$ cat config.mk
export PLATFORM = sky130hd
export DESIGN_NAME = gpio_mask_port
export DESIGN_NICKNAME = d
export VERILOG_FILES = /design/src/rtl/gpio_mask_pkg.sv /design/src/rtl/gpio_in_sync.sv /design/src/rtl/gpio_pin_data.sv /design/src/rtl/gpio_cfg_bank.sv /design/src/rtl/gpio_mask_port.sv
export SDC_FILE = /design/constraint.sdc
export NUM_CORES = 1
export LEC_CHECK = 0
export CAP_MARGIN = 20
export CORE_MARGIN = 5
export CORE_UTILIZATION = 55
export CTS_BUF_LIST = sky130_fd_sc_hd__clkbuf_8
export CTS_CLUSTER_SIZE = 12
export DETAILED_ROUTE_END_ITERATION = 8
export HOLD_SLACK_MARGIN = 0.06
export PLACE_DENSITY = 0.8
export SETUP_SLACK_MARGIN = 0.15
export SLEW_MARGIN = 20
export SYNTH_ARGS = -nofsm -noshare
export SYNTH_HDL_FRONTEND = slang
export SYNTH_SLANG_ARGS = --single-unit
$ cat constraint.sdc
create_clock -name clk -period 3.2 [get_ports clk]
set_input_delay 0.96 -clock clk [delete_from_list [all_inputs] [get_ports clk]]
set_output_delay 0.96 -clock clk [all_outputs]
set_load 0.1 [all_outputs]
$ cat src/rtl/gpio_mask_pkg.sv
package gpio_mask_pkg;
    localparam int unsigned PINS   = 8;
    localparam int unsigned AW     = 12;
    localparam int unsigned DW     = 32;
    localparam int unsigned WW     = AW - 2;
    localparam int unsigned PAD_N  = 9;
    localparam int unsigned ID_N   = 12;

    localparam logic [WW-1:0] W_DIR    = 10'h100;
    localparam logic [WW-1:0] W_AFSEL  = 10'h108;
    localparam logic [WW-1:0] W_PAD0   = 10'h140;
    localparam logic [WW-1:0] W_LOCK   = 10'h148;
    localparam logic [WW-1:0] W_COMMIT = 10'h149;
    localparam logic [WW-1:0] W_PAD8   = 10'h14A;
    localparam logic [WW-1:0] W_ID0    = 10'h3F4;

    localparam logic [DW-1:0] UNLOCK_KEY = 32'h0ACC_E551;

    typedef enum logic {
        LK_LOCKED = 1'b0,
        LK_OPEN   = 1'b1
    } lock_state_e;

    function automatic logic [3:0] pad_slot(input logic [WW-1:0] w);
        if (w >= W_PAD0 && w < W_LOCK)
            pad_slot = 4'(w - W_PAD0);
        else if (w == W_PAD8)
            pad_slot = 4'(PAD_N - 1);
        else
            pad_slot = 4'hF;
    endfunction

    function automatic logic [7:0] id_byte(input logic [3:0] k);
        case (k)
            4'd4:    id_byte = 8'h61;
            4'd5:    id_byte = 8'h10;
            4'd6:    id_byte = 8'h04;
            4'd8:    id_byte = 8'h0D;
            4'd9:    id_byte = 8'hF0;
            4'd10:   id_byte = 8'h05;
            4'd11:   id_byte = 8'hB1;
            default: id_byte = 8'h00;
        endcase
    endfunction
endpackage

$ cat src/rtl/gpio_in_sync.sv
module gpio_in_sync #(
    parameter int unsigned WIDTH = 8
) (
    input  logic             clk,
    input  logic             rst_n,
    input  logic [WIDTH-1:0] async_in,
    output logic [WIDTH-1:0] sync_out
);
    logic [WIDTH-1:0] stage1_q;

    for (genvar g = 0; g < WIDTH; g++) begin : g_bit
        always_ff @(posedge clk) begin
            if (!rst_n) begin
                stage1_q[g] <= 1'b0;
                sync_out[g] <= 1'b0;
            end else begin
                stage1_q[g] <= async_in[g];
                sync_out[g] <= stage1_q[g];
            end
        end
    end
endmodule

$ cat src/rtl/gpio_pin_data.sv
module gpio_pin_data #(
    parameter int unsigned WIDTH = 8
) (
    input  logic             clk,
    input  logic             rst_n,
    input  logic             dir_we,
    input  logic             data_we,
    input  logic [WIDTH-1:0] data_mask,
    input  logic [WIDTH-1:0] wbyte,
    input  logic [WIDTH-1:0] pin_sync,
    output logic [WIDTH-1:0] dir_q,
    output logic [WIDTH-1:0] data_q,
    output logic [WIDTH-1:0] pin_out
);
    logic [WIDTH-1:0] data_nxt;

    always_comb begin
        for (int i = 0; i < int'(WIDTH); i++) begin
            if (!dir_q[i])
                data_nxt[i] = pin_sync[i];
            else if (data_we && data_mask[i])
                data_nxt[i] = wbyte[i];
            else
                data_nxt[i] = data_q[i];
        end
    end

    always_ff @(posedge clk) begin
        if (!rst_n) begin
            dir_q  <= '0;
            data_q <= '0;
        end else begin
            data_q <= data_nxt;
            if (dir_we)
                dir_q <= wbyte;
        end
    end

    assign pin_out = (data_q & dir_q) | ~dir_q;
endmodule

$ cat src/rtl/gpio_cfg_bank.sv
module gpio_cfg_bank
    import gpio_mask_pkg::*;
#(
    parameter int unsigned NPAD = PAD_N
) (
    input  logic                 clk,
    input  logic                 rst_n,
    input  logic                 lock_we,
    input  logic                 commit_we,
    input  logic                 afsel_we,
    input  logic                 pad_we,
    input  logic [3:0]           pad_sel,
    input  logic [DW-1:0]        wdata,
    output logic                 lock_open,
    output logic [7:0]           commit_q,
    output logic [7:0]           afsel_q,
    output logic [NPAD-1:0][7:0] pad_q
);
    lock_state_e state_q, state_nxt;
    logic        key_hit;

    assign key_hit = (wdata == UNLOCK_KEY);

    always_ff @(posedge clk) begin
        if (!rst_n)
            state_q <= LK_LOCKED;
        else
            state_q <= state_nxt;
    end

    always_comb begin
        state_nxt = state_q;
        if (lock_we) begin
            unique case (state_q)
                LK_LOCKED: state_nxt = key_hit ? LK_OPEN : LK_LOCKED;
                LK_OPEN:   state_nxt = key_hit ? LK_OPEN : LK_LOCKED;
            endcase
        end
    end

    always_comb begin
        lock_open = (state_q == LK_OPEN);
    end

    always_ff @(posedge clk) begin
        if (!rst_n) begin
            commit_q <= 8'hFF;
            afsel_q  <= 8'h00;
        end else begin
            if (commit_we && lock_open)
                commit_q <= wdata[7:0];
            if (afsel_we)
                afsel_q <= (afsel_q & ~commit_q) | (wdata[7:0] & commit_q);
        end
    end

    for (genvar g = 0; g < NPAD; g++) begin : g_pad
        localparam logic [7:0] RST_VAL = (g == 0) ? 8'hFF : 8'h00;
        always_ff @(posedge clk) begin
            if (!rst_n)
                pad_q[g] <= RST_VAL;
            else if (pad_we && pad_sel == 4'(g))
                pad_q[g] <= wdata[7:0];
        end
    end
endmodule

$ cat src/rtl/gpio_mask_port.sv
module gpio_mask_port
    import gpio_mask_pkg::*;
(
    input  logic          clk,
    input  logic          rst_n,
    input  logic          wr_en,
    input  logic          rd_en,
    input  logic [11:0]   bus_addr,
    input  logic [31:0]   wdata,
    output logic [31:0]   rdata,
    input  logic [7:0]    pin_in,
    output logic [7:0]    pin_out
);
    logic [WW-1:0]          word;
    logic                   in_data_win;
    logic [PINS-1:0]        addr_mask;
    logic [3:0]             slot;
    logic [WW-1:0]          id_off;
    logic [PINS-1:0]        pin_sync;
    logic [PINS-1:0]        dir_q;
    logic [PINS-1:0]        data_q;
    logic [7:0]             commit_q;
    logic [7:0]             afsel_q;
    logic [PAD_N-1:0][7:0]  pad_q;
    logic                   lock_open;
    logic [DW-1:0]          rd_mux;
    logic                   unused_bits;

    assign word        = bus_addr[AW-1:2];
    assign in_data_win = (bus_addr[AW-1:10] == '0);
    assign addr_mask   = bus_addr[9:2];
    assign slot        = pad_slot(word);
    assign id_off      = word - W_ID0;
    assign unused_bits = ^{bus_addr[1:0], id_off[WW-1:4]};

    gpio_in_sync #(.WIDTH(PINS)) sync_i (
        .clk      (clk),
        .rst_n    (rst_n),
        .async_in (pin_in),
        .sync_out (pin_sync)
    );

    gpio_pin_data #(.WIDTH(PINS)) pins_i (
        .clk       (clk),
        .rst_n     (rst_n),
        .dir_we    (wr_en && word == W_DIR),
        .data_we   (wr_en && in_data_win),
        .data_mask (addr_mask),
        .wbyte     (wdata[7:0]),
        .pin_sync  (pin_sync),
        .dir_q     (dir_q),
        .data_q    (data_q),
        .pin_out   (pin_out)
    );

    gpio_cfg_bank #(.NPAD(PAD_N)) cfg_i (
        .clk       (clk),
        .rst_n     (rst_n),
        .lock_we   (wr_en && word == W_LOCK),
        .commit_we (wr_en && word == W_COMMIT),
        .afsel_we  (wr_en && word == W_AFSEL),
        .pad_we    (wr_en && slot != 4'hF),
        .pad_sel   (slot),
        .wdata     (wdata),
        .lock_open (lock_open),
        .commit_q  (commit_q),
        .afsel_q   (afsel_q),
        .pad_q     (pad_q)
    );

    always_comb begin
        rd_mux = '0;
        if (in_data_win)
            rd_mux = {24'h0, data_q & addr_mask};
        else if (word == W_DIR)
            rd_mux = {24'h0, dir_q};
        else if (word == W_AFSEL)
            rd_mux = {24'h0, afsel_q};
        else if (word == W_LOCK)
            rd_mux = {31'h0, !lock_open};
        else if (word == W_COMMIT)
            rd_mux = {24'h0, commit_q};
        else if (slot < 4'(PAD_N))
            rd_mux = {24'h0, pad_q[slot]};
        else if (word >= W_ID0)
            rd_mux = {24'h0, id_byte(id_off[3:0])};
    end

    always_ff @(posedge clk) begin
        if (!rst_n)
            rdata <= '0;
        else if (rd_en)
            rdata <= rd_mux;
    end
endmodule

==> impl_summary.txt <==
----------------------------------------------------
[Critical path]
  Startpoint types ... input pin
  Reg2Reg Setup Slack ... 1.48 ns
  Worst r2r src ... cfg_i.pad_q[33]
  List of cells traversed by the critical path ... clkdlybuf4s50_1, or4_1, buf_4, nor2_8, nand3_2, a2111o_1, buf_4, mux2i_1, nor2b_1
  Count of buffering cells on the critical path with inverters included ... 3
  Cell mode on critical path ... buf_4
  Data arrival time of the critical path ... 3.28 ns
  Cell class contributing the biggest share of worst-path delay ... simple AND/OR/NAND/NOR gates
  Type of destination of the critical path ... register
  Start-to-end type of the worst setup path ... in -> reg
  Worst path required time ... 3.55 ns
  R2r worst-path depth ... 5
  Slowest-stage cell, CP ... or4_1
  Maximum net fanout on the critical path ... 5
  FF-to-FF End ... rdata[1]
  Highest cell delay on the worst timing path ... 0.54 ns

[Routing]
  Antenna violation net count after detailed routing ... 0
  Overall via count from detail_route ... 6270
  Pre-antenna DRT Iters ... 5
  Total Wirelength ... 20900 um
  Average vias per placed instance ... 5.96
  DRT iter0 DRCs ... 682
  Routed WL per cell ... 19.8 um
  Residual DRC ... 0

[Global route]
  Antenna violations before repair ... 0
  Total congestion overflow ... 0
  Global-route wire length before repair ... 32800 um
  Maximum number of pins on one net before global-route repair ... 79
  All-Layer GR Usage ... 29.2%
  Vias in the first global route ... 6144

[Yosys]
  Primary FF master, synth ... dfxtp_1
  Number of distinct library cell variants in the gate-level netlist after synthesis ... 66
  Register bit total from synthesis ... 129
  Fraction of the yosys area taken by sequential cells ... 39.4%
  Warning count from the yosys run ... 0
  Cell area after synthesis ... 6550 um^2
  Syn_area_per_cell ... 8.64 um^2
  Async S/R FF share, synth ... 0%
  Count of flip-flops with a built-in enable after synthesis ... 0
  Cells after synthesis ... 758

[Clocking]
  Clk sink count ... 129
  Worst skew pair latency ... 0.46 ns
  H-tree Lvls ... 4
  Clock buffer count from CTS ... 17
  Number of buffers between clock root and the deepest sink ... 2
  Clock transition at the registers of the reported paths ... 0.08 ns
  Cts-stage hold buffer count ... 0
  CTS tree ... done
  Root buffer selected by CTS ... clkbuf_8

[Final layout]
  Layout fillers ... 900
  Commonest non-fill, non-tap cell in the layout ... dfxtp_1
  Commonest cells after routing, fill and taps aside ... 129 x dfxtp_1, 119 x buf_4, 105 x nand2_1, 66 x mux2i_1, 56 x nor2b_1
  Fraction of layout instances using a drive strength above 1 ... 18.3%
  Number of antenna repair diodes ... 0
  Synthesis-to-finish area growth ... 26.2%
  Share of the core filled with cells ... 71.4%
  Nets ... 952

[Timing]
  Actual slew at the worst max-slew pin ... 0.636 ns
  Final period demand of the worst path ... 2.93 ns
  Unrepaired setup endpoints after global routing ... no
  Fin. max-slew vios ... 0
  Period utilisation layout ... 91.7%
  Final Hold Viols ... 0
  Max Fclk ... 0.341 GHz
  Worst Skew ... 0.00873 ns
  Final-layout worst hold slack ... 0.436 ns
  Relative slew slack ... 57.6%
  Final Setup Violations ... 0

[Die]
  Core Box Area ... 11600 um^2
  Initial cell density of the core ... 56.6%
  Die Outline Area ... 14200 um^2
  Top-Level Pins ... 96
  Site row count ... 39
  Die width ... 119 um
  Die height ... 119 um

[Pwr]
  Worst voltage drop across the vdd grid ... 382 uV
  Static leakage ... 0.00329 uW
  Ratio of total power to cell area ... 427 nW/um^2

[Worst hold path]
  Hold path startpoint ... sync_i.stage1_q[2]
  Hold Crit Class ... reg -> reg
  Number of cells on the worst hold path ... 1
  Hold worst-path end ... sync_i.sync_out[2]

[Placement]
  Detail Placement HPWL ... 15400 um
  Port Buf Inserts ... 69
  GP Congestion ... 0.967

[Flow run]
  Maximum capacitance violations ... 0

[Outcome]
  Outcome ... finished clean

----------------------------------------------------
==> stage by stage <==
stage,power [uW],cell area [um^2],setup TNS [ns],setup slack [ns],std cells
6_report,3530,8260,0,0.265,1052
5_1_grt,3640,8260,0,0.156,1052
4_1_cts,3540,8250,0,0.229,1052
3_5_place_dp,2140,7850,-6.68,-0.206,1020
3_3_place_gp,2140,7850,-5.08,-0.219,1020
2_1_floorplan,1970,6630,0,0.395,781
==> worst reg2reg max path: stages, from the launching register on <==
cell and delay, ns:
dfxtp_1 0.33, or4_1 0.53, o21ai_0 0.10, o2111ai_1 0.18
a31oi_1 0.34, o21ai_0 0.12
==> per-layer routing <==
layer | part of all wire (%) | track usage, %
met4 | 2.0 | 9.49
met3 | 8.9 | 7.30
met5 | 0 | 0
met2 | 44 | 44.5
met1 | 45 | 40.6
==> layout make-up <==
cell class / instances / area (um^2) / share of cell area, %
inverters: 5 / 18.8 / 0.227
multi-input cells: 568 / 3600 / 43.6
flip-flops and latches: 129 / 2580 / 31.3
clock inverters: 13 / 138 / 1.67
clock buffers: 19 / 262 / 3.16
well taps: 143 / 179 / 2.17
repair buffers: 175 / 1480 / 17.9
==> where the power goes <==
group / total, uW / internal [uW] / switching (uW) / leakage [uW]
combinational: 494 / 170 / 324 / 0.00205
sequential: 1620 / 1620 / 5.80 / 0.00104
clock: 1410 / 730 / 683 / 0.000192
==> cell usage after synthesis (all sizes together) (2+ instances only) <==
cell | n | area (um^2)
a2111oi | 2 | 17.5
a211oi | 4 | 30.0
a21boi | 34 | 255
a21o | 2 | 15.0
a21oi | 17 | 96.4
a221o | 2 | 20.0
a22o | 3 | 26.3
a22oi | 5 | 37.5
a31oi | 4 | 25.0
a32o | 7 | 70.1
and2 | 21 | 131
and3 | 3 | 18.8
buf | 35 | 256
clkbuf | 44 | 184
clkinv | 2 | 7.51
dfxtp | 129 | 2580
inv | 3 | 11.3
mux2 | 3 | 33.8
mux2i | 66 | 661
nand2 | 105 | 394
nand2b | 18 | 113
nand3 | 30 | 155
nand4 | 5 | 31.3
nand4b | 2 | 17.5
nor2 | 21 | 95.1
nor2b | 56 | 350
nor3 | 10 | 50.1
nor4 | 10 | 83.8
nor4bb | 3 | 30.0
o2111ai | 2 | 17.5
o211a | 8 | 80.1
o211ai | 2 | 15.0
o21a | 2 | 15.0
o21ai | 47 | 235
o221ai | 7 | 61.3
o22a | 3 | 26.3
o22ai | 17 | 106
o31ai | 2 | 15.0
or3 | 5 | 31.3
or4 | 2 | 15.0
==> worst max-delay path by stage <==
stage | startpoint | endpoint | slack (ns) | cells after the start
3_3_place_gp | bus_addr[7] | cfg_i.commit_q[7] | -0.22 | 9
6_report | bus_addr[7] | cfg_i.pad_q[35] | 0.27 | 9
2_1_floorplan | bus_addr[7] | cfg_i.commit_q[1] | 0.39 | 7
4_1_cts | bus_addr[7] | cfg_i.commit_q[0] | 0.23 | 9
3_5_place_dp | bus_addr[7] | cfg_i.commit_q[4] | -0.21 | 9
5_1_grt | bus_addr[7] | cfg_i.pad_q[14] | 0.16 | 11
==> registers in the layout, indices dropped and copies added (netlist names), named ones only <==
signal	cells
cfg_i.commit_q	8
cfg_i.lock_open	1
cfg_i.pad_q	72
pins_i.data_q	8
pins_i.dir_q	8
rdata	8
sync_i.stage1_q	8
sync_i.sync_out	8
==> what timing repair did <==
action,in CTS,in global routing
setup buffers,0,0
setup endpoints to repair,0,5
gates resized for setup,0,3
==> logic make-up (layout without fill, tap and decap cells) <==
group	after synthesis	in the layout	share of synthesized area [%]
other	1	24	0.0573
muxes	69	69	10.6
DFF	129	129	39.4
and+or+nand+nor	295	295	23.6
buffers and inverters	84	212	7.01
AOI/OAI and AO/OA	180	180	19.2
(Power assumes the default switching activity.)
